[config.mk]
export PLATFORM = sky130hd
export DESIGN_NAME = vecmag_unit
export DESIGN_NICKNAME = d
export VERILOG_FILES = /design/src/rtl/vecmag_pkg.sv /design/src/rtl/vm_square_iter.sv /design/src/rtl/vm_isqrt_iter.sv /design/src/rtl/vecmag_unit.sv
export SDC_FILE = /design/constraint.sdc
export NUM_CORES = 2
export LEC_CHECK = 0
export CORE_MARGIN = 2
export CORE_UTILIZATION = 60
export CTS_CLUSTER_SIZE = 14
export DETAILED_ROUTE_END_ITERATION = 10
export MAX_ROUTING_LAYER = met4
export PLACE_DENSITY = 0.79
export SLEW_MARGIN = 20
export SYNTH_ARGS = -nofsm -noshare
export SYNTH_HDL_FRONTEND = slang
export SYNTH_HIERARCHICAL = 1
export SYNTH_SLANG_ARGS = --single-unit
[constraint.sdc]
create_clock -name clk -period 4.3 [get_ports clk]
set_input_delay 0.645 -clock clk [delete_from_list [all_inputs] [get_ports clk]]
set_output_delay 0.645 -clock clk [all_outputs]
set_load 0.02 [all_outputs]
[src/rtl/vecmag_pkg.sv]
// Package: shared types and codes for the vector magnitude unit.
// Assumes: one calculation in flight; state codes are internal only.
package vecmag_pkg;

    typedef enum logic [2:0] {
        ST_IDLE,
        ST_SQ_A,
        ST_SQ_B,
        ST_SQ_T,
        ST_ROOT
    } vm_state_t;

    // One-hot compare codes: bit0 less, bit1 equal, bit2 greater
    localparam logic [2:0] CMP_NONE = 3'b000;
    localparam logic [2:0] CMP_LT   = 3'b001;
    localparam logic [2:0] CMP_EQ   = 3'b010;
    localparam logic [2:0] CMP_GT   = 3'b100;

endpackage

[src/rtl/vm_square_iter.sv]
// Iterative squarer: forms op*op with one shift-and-add step per clock.
// Assumes: go is pulsed only while idle; op is held stable by the caller
// only in the go cycle (it is captured then). prod_o is valid while done_o is high.
module vm_square_iter #(
    parameter int W = 32
) (
    input  logic           clk,
    input  logic           rst_n,
    input  logic           go_i,
    input  logic [W-1:0]   op_i,
    output logic           busy_o,
    output logic           done_o,
    output logic [2*W-1:0] prod_o
);
    localparam int CW = $clog2(W);
    localparam logic [CW-1:0] LAST = CW'(W - 1);

    logic [2*W-1:0] mcand_q;
    logic [W-1:0]   mplier_q;
    logic [2*W-1:0] acc_q;
    logic [CW-1:0]  cnt_q;
    logic           busy_q;
    logic           done_q;

    // Partial-product step: add shifted multiplicand when the current multiplier bit is set
    always_ff @(posedge clk) begin
        if (!rst_n) begin
            mcand_q  <= '0;
            mplier_q <= '0;
            acc_q    <= '0;
            cnt_q    <= '0;
            busy_q   <= 1'b0;
            done_q   <= 1'b0;
        end else begin
            done_q <= 1'b0;
            if (go_i && !busy_q) begin
                mcand_q  <= {{W{1'b0}}, op_i};
                mplier_q <= op_i;
                acc_q    <= '0;
                cnt_q    <= '0;
                busy_q   <= 1'b1;
            end else if (busy_q) begin
                acc_q    <= acc_q + (mplier_q[0] ? mcand_q : '0);
                mcand_q  <= mcand_q << 1;
                mplier_q <= mplier_q >> 1;
                cnt_q    <= cnt_q + 1'b1;
                if (cnt_q == LAST) begin
                    busy_q <= 1'b0;
                    done_q <= 1'b1;
                end
            end
        end
    end

    assign busy_o = busy_q;
    assign done_o = done_q;
    assign prod_o = acc_q;

    // the sequencer never launches a square while one is running
    a_r9_no_overlap: assert property (@(posedge clk) disable iff (!rst_n)
        busy_q |-> !go_i);

    // completion strobe of the squarer lasts one cycle
    a_r5_sq_pulse: assert property (@(posedge clk) disable iff (!rst_n)
        done_q |=> !done_q);

endmodule

[src/rtl/vm_isqrt_iter.sv]
// Integer square root by the restoring digit recurrence, one root bit per clock.
// Assumes: go is pulsed only while idle; rad_i is captured in the go cycle.
// root_o is floor(sqrt(rad)) while done_o is high and holds afterwards.
module vm_isqrt_iter #(
    parameter int W = 32
) (
    input  logic           clk,
    input  logic           rst_n,
    input  logic           go_i,
    input  logic [2*W-1:0] rad_i,
    output logic           busy_o,
    output logic           done_o,
    output logic [W-1:0]   root_o
);
    localparam int CW = $clog2(W);
    localparam int RW = W + 2;
    localparam logic [CW-1:0] LAST = CW'(W - 1);

    logic [2*W-1:0] rad_q;
    logic [RW-1:0]  rem_q;
    logic [W-1:0]   root_q;
    logic [CW-1:0]  cnt_q;
    logic           busy_q;
    logic           done_q;

    logic [RW+1:0]  rem_sh;
    logic [RW+2:0]  trial;
    logic           fits;
    logic [RW+1:0]  rem_nx;

    // Trial subtraction of (root<<2)|1 from remainder with two new radicand bits
    always_comb begin
        rem_sh = {rem_q, rad_q[2*W-1 -: 2]};
        trial  = {1'b0, rem_sh} - {3'b000, root_q, 2'b01};
        fits   = !trial[RW+2];
        rem_nx = fits ? trial[RW+1:0] : rem_sh;
    end

    // Recurrence registers: shift radicand, update remainder and root
    always_ff @(posedge clk) begin
        if (!rst_n) begin
            rad_q  <= '0;
            rem_q  <= '0;
            root_q <= '0;
            cnt_q  <= '0;
            busy_q <= 1'b0;
            done_q <= 1'b0;
        end else begin
            done_q <= 1'b0;
            if (go_i && !busy_q) begin
                rad_q  <= rad_i;
                rem_q  <= '0;
                root_q <= '0;
                cnt_q  <= '0;
                busy_q <= 1'b1;
            end else if (busy_q) begin
                rad_q  <= rad_q << 2;
                rem_q  <= rem_nx[RW-1:0];
                root_q <= {root_q[W-2:0], fits};
                cnt_q  <= cnt_q + 1'b1;
                if (cnt_q == LAST) begin
                    busy_q <= 1'b0;
                    done_q <= 1'b1;
                end
            end
        end
    end

    assign busy_o = busy_q;
    assign done_o = done_q;
    assign root_o = root_q;

    // the remainder never needs more than RW bits during the recurrence
    a_r2_rem_range: assert property (@(posedge clk) disable iff (!rst_n)
        busy_q |-> (rem_nx[RW+1:RW] == 2'b00));

    // the sequencer never restarts the root while it is running
    a_r9_root_no_overlap: assert property (@(posedge clk) disable iff (!rst_n)
        busy_q |-> !go_i);

endmodule

[src/rtl/vecmag_unit.sv]
// Vector magnitude unit: sqrt(a^2+b^2) or a threshold compare of a^2+b^2.
// Assumes: one calculation at a time; starts while busy are dropped;
// thr_i is an unsigned magnitude. Results hold until the next result.
module vecmag_unit
    import vecmag_pkg::*;
#(
    parameter int W      = 32,
    parameter int BUDGET = 2000
) (
    input  logic         clk,
    input  logic         rst_n,
    input  logic         start_i,
    input  logic         thr_mode_i,
    input  logic [W-1:0] a_i,
    input  logic [W-1:0] b_i,
    input  logic [W-1:0] thr_i,
    output logic         busy_o,
    output logic         done_o,
    output logic [W-1:0] mag_o,
    output logic [2:0]   cmp_o
);
    localparam int LW = $clog2(BUDGET + 1);

    vm_state_t      state_q;
    logic [W-1:0]   abs_a_q, abs_b_q, thr_q;
    logic           mode_q;
    logic [2*W-1:0] sum_q;
    logic           sq_go_q, rt_go_q;
    logic [W-1:0]   sq_op;
    logic           sq_busy, sq_done;
    logic [2*W-1:0] sq_prod;
    logic           rt_busy, rt_done;
    logic [W-1:0]   rt_root;
    logic           done_q;
    logic [W-1:0]   mag_q;
    logic [2:0]     cmp_q;
    logic [LW-1:0]  lat_q;

    // Two's-complement absolute value; -2^(W-1) maps to 2^(W-1) as unsigned
    function automatic logic [W-1:0] mag_of(input logic [W-1:0] v);
        return v[W-1] ? (~v + 1'b1) : v;
    endfunction

    // Operand select for the shared squarer
    always_comb begin
        unique case (state_q)
            ST_SQ_A: sq_op = abs_a_q;
            ST_SQ_B: sq_op = abs_b_q;
            default: sq_op = thr_q;
        endcase
    end

    vm_square_iter #(.W(W)) u_sq (
        .clk   (clk),
        .rst_n (rst_n),
        .go_i  (sq_go_q),
        .op_i  (sq_op),
        .busy_o(sq_busy),
        .done_o(sq_done),
        .prod_o(sq_prod)
    );

    vm_isqrt_iter #(.W(W)) u_rt (
        .clk   (clk),
        .rst_n (rst_n),
        .go_i  (rt_go_q),
        .rad_i (sum_q),
        .busy_o(rt_busy),
        .done_o(rt_done),
        .root_o(rt_root)
    );

    // Sequencer: square a, square b, then root or square threshold and compare
    always_ff @(posedge clk) begin
        if (!rst_n) begin
            state_q <= ST_IDLE;
            abs_a_q <= '0;
            abs_b_q <= '0;
            thr_q   <= '0;
            mode_q  <= 1'b0;
            sum_q   <= '0;
            sq_go_q <= 1'b0;
            rt_go_q <= 1'b0;
            done_q  <= 1'b0;
            mag_q   <= '0;
            cmp_q   <= CMP_NONE;
        end else begin
            sq_go_q <= 1'b0;
            rt_go_q <= 1'b0;
            done_q  <= 1'b0;
            unique case (state_q)
                ST_IDLE: if (start_i) begin
                    abs_a_q <= mag_of(a_i);
                    abs_b_q <= mag_of(b_i);
                    thr_q   <= thr_i;
                    mode_q  <= thr_mode_i;
                    sq_go_q <= 1'b1;
                    state_q <= ST_SQ_A;
                end
                ST_SQ_A: if (sq_done) begin
                    sum_q   <= sq_prod;
                    sq_go_q <= 1'b1;
                    state_q <= ST_SQ_B;
                end
                ST_SQ_B: if (sq_done) begin
                    sum_q <= sum_q + sq_prod;
                    if (mode_q) begin
                        sq_go_q <= 1'b1;
                        state_q <= ST_SQ_T;
                    end else begin
                        rt_go_q <= 1'b1;
                        state_q <= ST_ROOT;
                    end
                end
                ST_SQ_T: if (sq_done) begin
                    mag_q   <= '0;
                    cmp_q   <= (sum_q < sq_prod) ? CMP_LT :
                               (sum_q == sq_prod) ? CMP_EQ : CMP_GT;
                    done_q  <= 1'b1;
                    state_q <= ST_IDLE;
                end
                ST_ROOT: if (rt_done) begin
                    mag_q   <= rt_root;
                    cmp_q   <= CMP_NONE;
                    done_q  <= 1'b1;
                    state_q <= ST_IDLE;
                end
                default: state_q <= ST_IDLE;
            endcase
        end
    end

    // Latency counter guarding the cycle budget
    always_ff @(posedge clk) begin
        if (!rst_n || state_q == ST_IDLE) lat_q <= '0;
        else if (lat_q != LW'(BUDGET))     lat_q <= lat_q + 1'b1;
    end

    assign busy_o = (state_q != ST_IDLE);
    assign done_o = done_q;
    assign mag_o  = mag_q;
    assign cmp_o  = cmp_q;

    // result strobe lasts exactly one cycle
    a_r5_done_pulse: assert property (@(posedge clk) disable iff (!rst_n)
        done_q |=> !done_q);

    // while idle and not restarted the presented result is steady
    a_r5_hold: assert property (@(posedge clk) disable iff (!rst_n)
        (!busy_o && !start_i) |=> ($stable(mag_q) && $stable(cmp_q)));

    // compare result is at most one-hot
    a_r4_cmp_onehot: assert property (@(posedge clk) disable iff (!rst_n)
        $onehot0(cmp_q));

    // each root satisfies r^2 <= s < (r+1)^2
    a_r2_root_bracket: assert property (@(posedge clk) disable iff (!rst_n)
        rt_done |-> (({{(W+2){1'b0}}, rt_root} * {{(W+2){1'b0}}, rt_root}) <= {2'b00, sum_q})
               && ((({{(W+2){1'b0}}, rt_root} + 1'b1) * ({{(W+2){1'b0}}, rt_root} + 1'b1)) > {2'b00, sum_q}));

    // a start seen while busy leaves the captured operands untouched
    a_r6_ignore_start: assert property (@(posedge clk) disable iff (!rst_n)
        (busy_o && start_i) |=> ($stable(abs_a_q) && $stable(abs_b_q) && $stable(mode_q)));

    // a calculation finishes within the cycle budget
    a_r7_budget: assert property (@(posedge clk) disable iff (!rst_n)
        lat_q < LW'(BUDGET));

    // an accepted start makes the block busy in the next cycle
    a_r9_busy_rise: assert property (@(posedge clk) disable iff (!rst_n)
        (!busy_o && start_i) |=> busy_o);

endmodule

Word level (Yosys, flattened, before mapping)
Cells that the tools add are included.
{"block": "classes", "addsub": 7, "reduce_logical": 20, "n_eq_ne": 12, "n_lt_le_gt_ge": 1, "muxes": 44, "bitwise_logic": 5}
{"op": "2-to-1 mux 64 bit", "n": 5}
{"op": "2-to-1 mux 32 bit", "n": 8}
{"op": "adder 64 bit", "n": 2}
{"op": "one-hot mux 32 bit (2 select lines)", "n": 2}
{"op": "one-hot mux 64 bit (2 select lines)", "n": 1}
{"op": "adder 32 x 1 -> 32 bit, second input constant", "n": 2}
{"op": "== test 64 bit", "n": 1}
{"op": "< comparator 64 bit", "n": 1}
{"op": "NOT 32 bit", "n": 2}
{"op": "subtractor 36 x 34 -> 37 bit", "n": 1}
{"op": "2-to-1 mux 34 bit", "n": 1}
{"op": "2-to-1 mux 3 bit", "n": 9}
{"op": "one-hot mux 3 bit (5 select lines)", "n": 1}
{"op": "2-to-1 mux 1 bit", "n": 14}
{"op": "adder 5 x 1 -> 5 bit, second input constant", "n": 2}
{"op": "== test 5 bit, second input constant", "n": 2}
{"op": "AND reduction 3 bit", "n": 3}
{"op": "!= test 2 x 1 -> 1 bit, second input constant", "n": 4}
{"op": "nonzero test 2 bit", "n": 4}
{"op": "== test 3 x 2 -> 1 bit, second input constant", "n": 2}
{"op": "one-hot mux 3 bit (2 select lines)", "n": 1}
{"op": "OR reduction 3 bit", "n": 2}
{"op": "AND reduction 5 bit", "n": 1}
{"op": "OR reduction 2 bit", "n": 2}
{"op": "other kinds (11)", "n": 16}
{"block": "word_totals", "inputBits": 100, "output_inout_bits": 37, "wordCells": 113, "ff_bits": 506}

Longest topological paths before layout
{"block": "logic_depth", "word_depth": 5, "ltp_mapped": 15, "mapped_depth_nobuf": 13}

Modules after synthesis
The synthesis kept the hierarchy.
{"module": "vecmag_unit", "area_per_inst_um2": 14943.1, "n_inst": 1, "cells_per_inst": 2033, "seq_area_each_um2": 4043.9}
{"module": "vm_square_iter", "area_per_inst_um2": 10104.7, "n_inst": 1, "cells_per_inst": 1207, "seq_area_each_um2": 3343.2}
{"module": "vm_isqrt_iter", "area_per_inst_um2": 7926.4, "n_inst": 1, "cells_per_inst": 982, "seq_area_each_um2": 2742.6}

Worst setup path after synthesis
Ideal clock, no wire load.
{"block": "synth_path", "path_type": "flip-flop to flip-flop", "start": "register u_sq.acc_q[9] (netlist: u_sq/prod_o[9])", "end": "register sum_q[61]", "path_stages_with_launch": 15, "setup_ns": 0.117, "n_path_buf": 1, "slack_ns": 0.879, "arrival_time_ns": 3.304, "period_less_slack_ns": 3.421, "t_required_ns": 4.183, "cell_sequence": "dfxtp_1 inv_1 ha_1 buf_6 or4_4 or4_1 a211oi_2 nor3_1 o21ai_2 a2111o_2 a31oi_4 o41ai_4 or4_1 o2111ai_1 a22o_1"}
{"block": "synth_between", "elab_chain_len": 3}
{"element": "start: declaration", "line_no": "vm_square_iter.sv:20", "rtl": "logic [2*W-1:0] acc_q;"}
{"element": "start signal: assignment", "line_no": "vm_square_iter.sv:43", "rtl": "acc_q <= acc_q + (mplier_q[0] ? mcand_q : '0);"}
{"element": "adder 64 bit", "line_no": "vecmag_unit.sv:106", "rtl": "sum_q <= sum_q + sq_prod;"}
{"element": "2-to-1 mux 64 bit", "line_no": "vecmag_unit.sv:105", "rtl": "ST_SQ_B: if (sq_done) begin"}
{"element": "one-hot mux 64 bit (2 select lines)", "line_no": "vecmag_unit.sv:91", "rtl": "unique case (state_q)"}
{"element": "end signal: assignment", "line_no": "vecmag_unit.sv:101", "rtl": "sum_q <= sq_prod;"}
{"element": "end signal: assignment", "line_no": "vecmag_unit.sv:106"}
{"element": "end: declaration", "line_no": "vecmag_unit.sv:27", "rtl": "logic [2*W-1:0] sum_q;"}
No other way between the ends. The select of a mux whose other input is x is not followed.
A chain may end at the register's enable or synchronous reset.

Final worst setup path
{"block": "layout_path", "start": "register u_sq.acc_q[9] (netlist: u_sq/prod_o[9])", "end": "register sum_q[58]"}
The elaborated chain is that of the path after synthesis.

==> results.cfg <==
[outcome]
outcome = complete, no violations

[grt]
grt_pass1_vias = 28400
antenna_found_initial = 0
grt_pass1_wl_um = 149000
track_usage_pct = 32.7
grt_max_degree = 180
gr-total-overflow = 0

[floorplanning]
core_area_um2 = 54000
die-height_um = 238
io_pins = 137
die_w_um = 238
start_util_pct = 61.0
rows = 85
fp.dieArea_um2 = 56800

[placed_design]
portBuffers = 136
dpl.cell_count = 4841
dp_worst_setup_slack_ns = 0.236
globalplace.congestion = 1.00
hpwl_um = 65600
postPlaceCellArea_um2 = 34700

[power_and_ir_drop]
leakagePower_nw = 14.2
switching_power_mw = 2.66
p_clk_share_pct = 45.6
p_per_area_nw_per_um2 = 291
total_power_mw = 10.6
p_int_mw = 7.96
vdd_drop_max_mv = 0.310
p_seq_share_pct = 46.4
sw_frac_of_total_pct = 25.0
pwr-share-comb_pct = 8.0

[critical_path]
worstPathRequired_ns = 4.77
cp_num_cells = 13
cp_slowest_cell = or4_4
critPathCaptureType = register
critPathArrivalTime_ns = 4.53
worstRegToRegCells = 13
critPathMaxFanout = 9
critPathKind = register to register
cpPeakStageDelay_ns = 0.58
cp_num_buf_inv = 1
start_kind = register
cp_top_family = compound AO/OA/AOI/OAI gates
path_cells = inv_1, ha_1, or4_4, nor4_1, o21ai_1, and2_1, o311ai_2, and4b_1, o2bb2ai_1, o31ai_2, a41oi_1, xnor2_1, o22ai_1

[sta]
finalHoldViolCount = 0
setup_viol = 0
rsz0062_at_grt = false
finalCritPeriodShare_pct = 94.4
setup_ws_ns = 0.240
fin_crit_ns = 4.06
fin_worst_skew_ns = 0.0173
slew_viol_final = 0
fmax_mhz = 246
whs_ns = 0.448
tns_ns = 0
relSlewSlack_pct = 26.5
worst_pin_slew_ns = 1.10

[min_path]
min_path_type = register to register
min_path_cells = 2

[final_layout]
nets = 4532
final_cell_mix = dfxtp_1 (502), nand2_1 (458), a21oi_1 (403)
final_core_util_pct = 67.7
mostFrequentLayoutCell = dfxtp_1
drive_gt1_share_pct = 4.78
fin_cells = 4940
synthToLayoutAreaGrowth_pct = 10.8
fillers = 4577
fin_area_um2 = 36600
antenna_cells = 0

[logic_synthesis]
netlist_area_um2 = 33000
ys.flop_type = dfxtp_1
async_flop_share_pct = 0
synth_warnings = 6
synth.distinct_cells = 102
synth-seq-cells = 506
avgSynthCellArea_um2 = 7.81
seq_area_frac_synth_pct = 30.7
synth-edff-count = 0
syn_inst = 4222
synth_fp_nets = 4553
netlist_top_cells_area = dfxtp_1 (31%), ha_1 (8.7%), mux2i_1 (6.9%), a21oi_1 (6.1%), nand2_1 (5.2%)
yosysTopAreaCellShare_pct = 30.7
yosys.area.top_type = dfxtp_1

[routing]
wl_um = 92000
drt-initial-drc-count = 2552
maxUsedRoutingLayer = met4
drc = 0
dr_total_vias = 30600
viasPerCell = 6.19
m1WireLength_um = 41700
route.met3.wl_um = 6440
postRouteAntennaNets = 0
drt_pre_antenna_iters = 5
routed-wl-met2_um = 41100
wire_per_inst_um = 18.6

[clocking]
clkSlewWorstSetupHoldPaths_ns = 0.06
max-clock-path-buffers = 3
cts.sinks = 506
cts_buffers = 54
cts_tree = yes
htree_levels = 2
cts_hold_buffers = 0
post_cts_buffers = 0
cts_root_buffer = clkbuf_16
clk_latency_ns = 0.64
post_cts_resized = 0

[job]
maxCapViolCount = 0
routing by layer:
metal	up-vias	global-route usage, %
met5	-	-
met4	0	10.1
met3	202	4.51
met2	1037	50.9
met1	14400	44.2
li1	15000	-
cells in the mapped netlist (6+ instances only):
master	number
o2111ai_1	6
a32oi_1	8
o21ai_1	20
and3_1	21
xnor2_1	107
ha_1	229
nor3_1	44
nand2_1	458
mux2i_1	228
nand3b_1	8
xor2_1	94
inv_1	190
o31ai_1	36
o21a_1	27
nor2_1	361
or3_1	22
a22oi_1	33
o21ai_0	340
o211ai_1	29
nor2b_1	28
nand4_1	53
a21oi_1	403
a22o_1	9
nor4_1	28
o41ai_1	6
dfxtp_1	506
nand3_1	84
a31oi_1	50
a21o_1	46
and2_1	139
or4_1	22
buf_2	12
nor3b_1	7
a41oi_1	7
a211oi_1	99
o22ai_1	12
o21bai_1	54
clkbuf_1	236
nand2b_1	17
buf_1	19
and4_1	9
o31a_1	7
power by group through the flow:
| stage | Sequential (mW) | Combinational (mW) | Clock, mW |
|---|---|---|---|
| global placement | 5.02 | 0.824 | 0 |
| detailed placement | 5.03 | 0.838 | 0 |
| CTS | 4.92 | 0.844 | 4.91 |
| floorplan | 4.98 | 0.566 | 0 |
| finish | 4.93 | 0.848 | 4.84 |
| global route | 4.94 | 0.929 | 5.10 |
cells by family after synthesis:
family / after synthesis / share of synthesized area (%)
and+or+nand+nor: 1323 / 18.8
AOI/OAI and AO/OA: 1272 / 24.0
DFF: 506 / 30.7
buffers and inverters: 461 / 5.37
adders and majority gates: 231 / 8.81
muxes: 228 / 6.92
xor gates and xnor gates: 201 / 5.34
worst min-delay path, delay by kind of cell (launching register included):
| family | cells | cell delay, ns |
|---|---|---|
| flip-flops | 1 | 0.31 |
| AO/OA/AOI/OAI | 1 | 0.05 |
| AND/OR/NAND/NOR | 1 | 0.05 |
layout make-up:
class	instances	area, µm²	share of cell area, %
sequential	506	10100	27.8
clock buffer	76	1500	4.09
inverter	190	719	1.97
multi-input combinational	3255	21100	57.8
clock inverter	23	328	0.897
tap	696	871	2.38
timing repair buffer	194	1860	5.08
worst paths after layout:
path / from / end / slack, ns
max: u_sq/prod_o[9]$_SDFFE_PP0P_ / sum_q[58]$_SDFFE_PN0P_ / 0.24
min: mag_o[28]$_SDFFE_PN0P_ / mag_o[28]$_SDFFE_PN0P_ / 0.45
max reg2reg: u_sq/prod_o[9]$_SDFFE_PP0P_ / sum_q[58]$_SDFFE_PN0P_ / 0.24
min reg2reg: mag_o[28]$_SDFFE_PN0P_ / mag_o[28]$_SDFFE_PN0P_ / 0.45
sequential cells by signal (all words and copies together), names as in the netlist, 5 cells and up:
signal         count
u_sq/cnt_q         5
mag_o             32
u_sq/mcand_q      64
sum_q             64
abs_b_q           32
u_rt/cnt_q         5
u_sq/mplier_q     32
u_rt/rem_q        34
abs_a_q           32
u_sq/prod_o       64
u_rt/root_o       32
thr_q             32
u_rt/rad_q        64
Note: power is estimated with default switching activity, not from simulation.
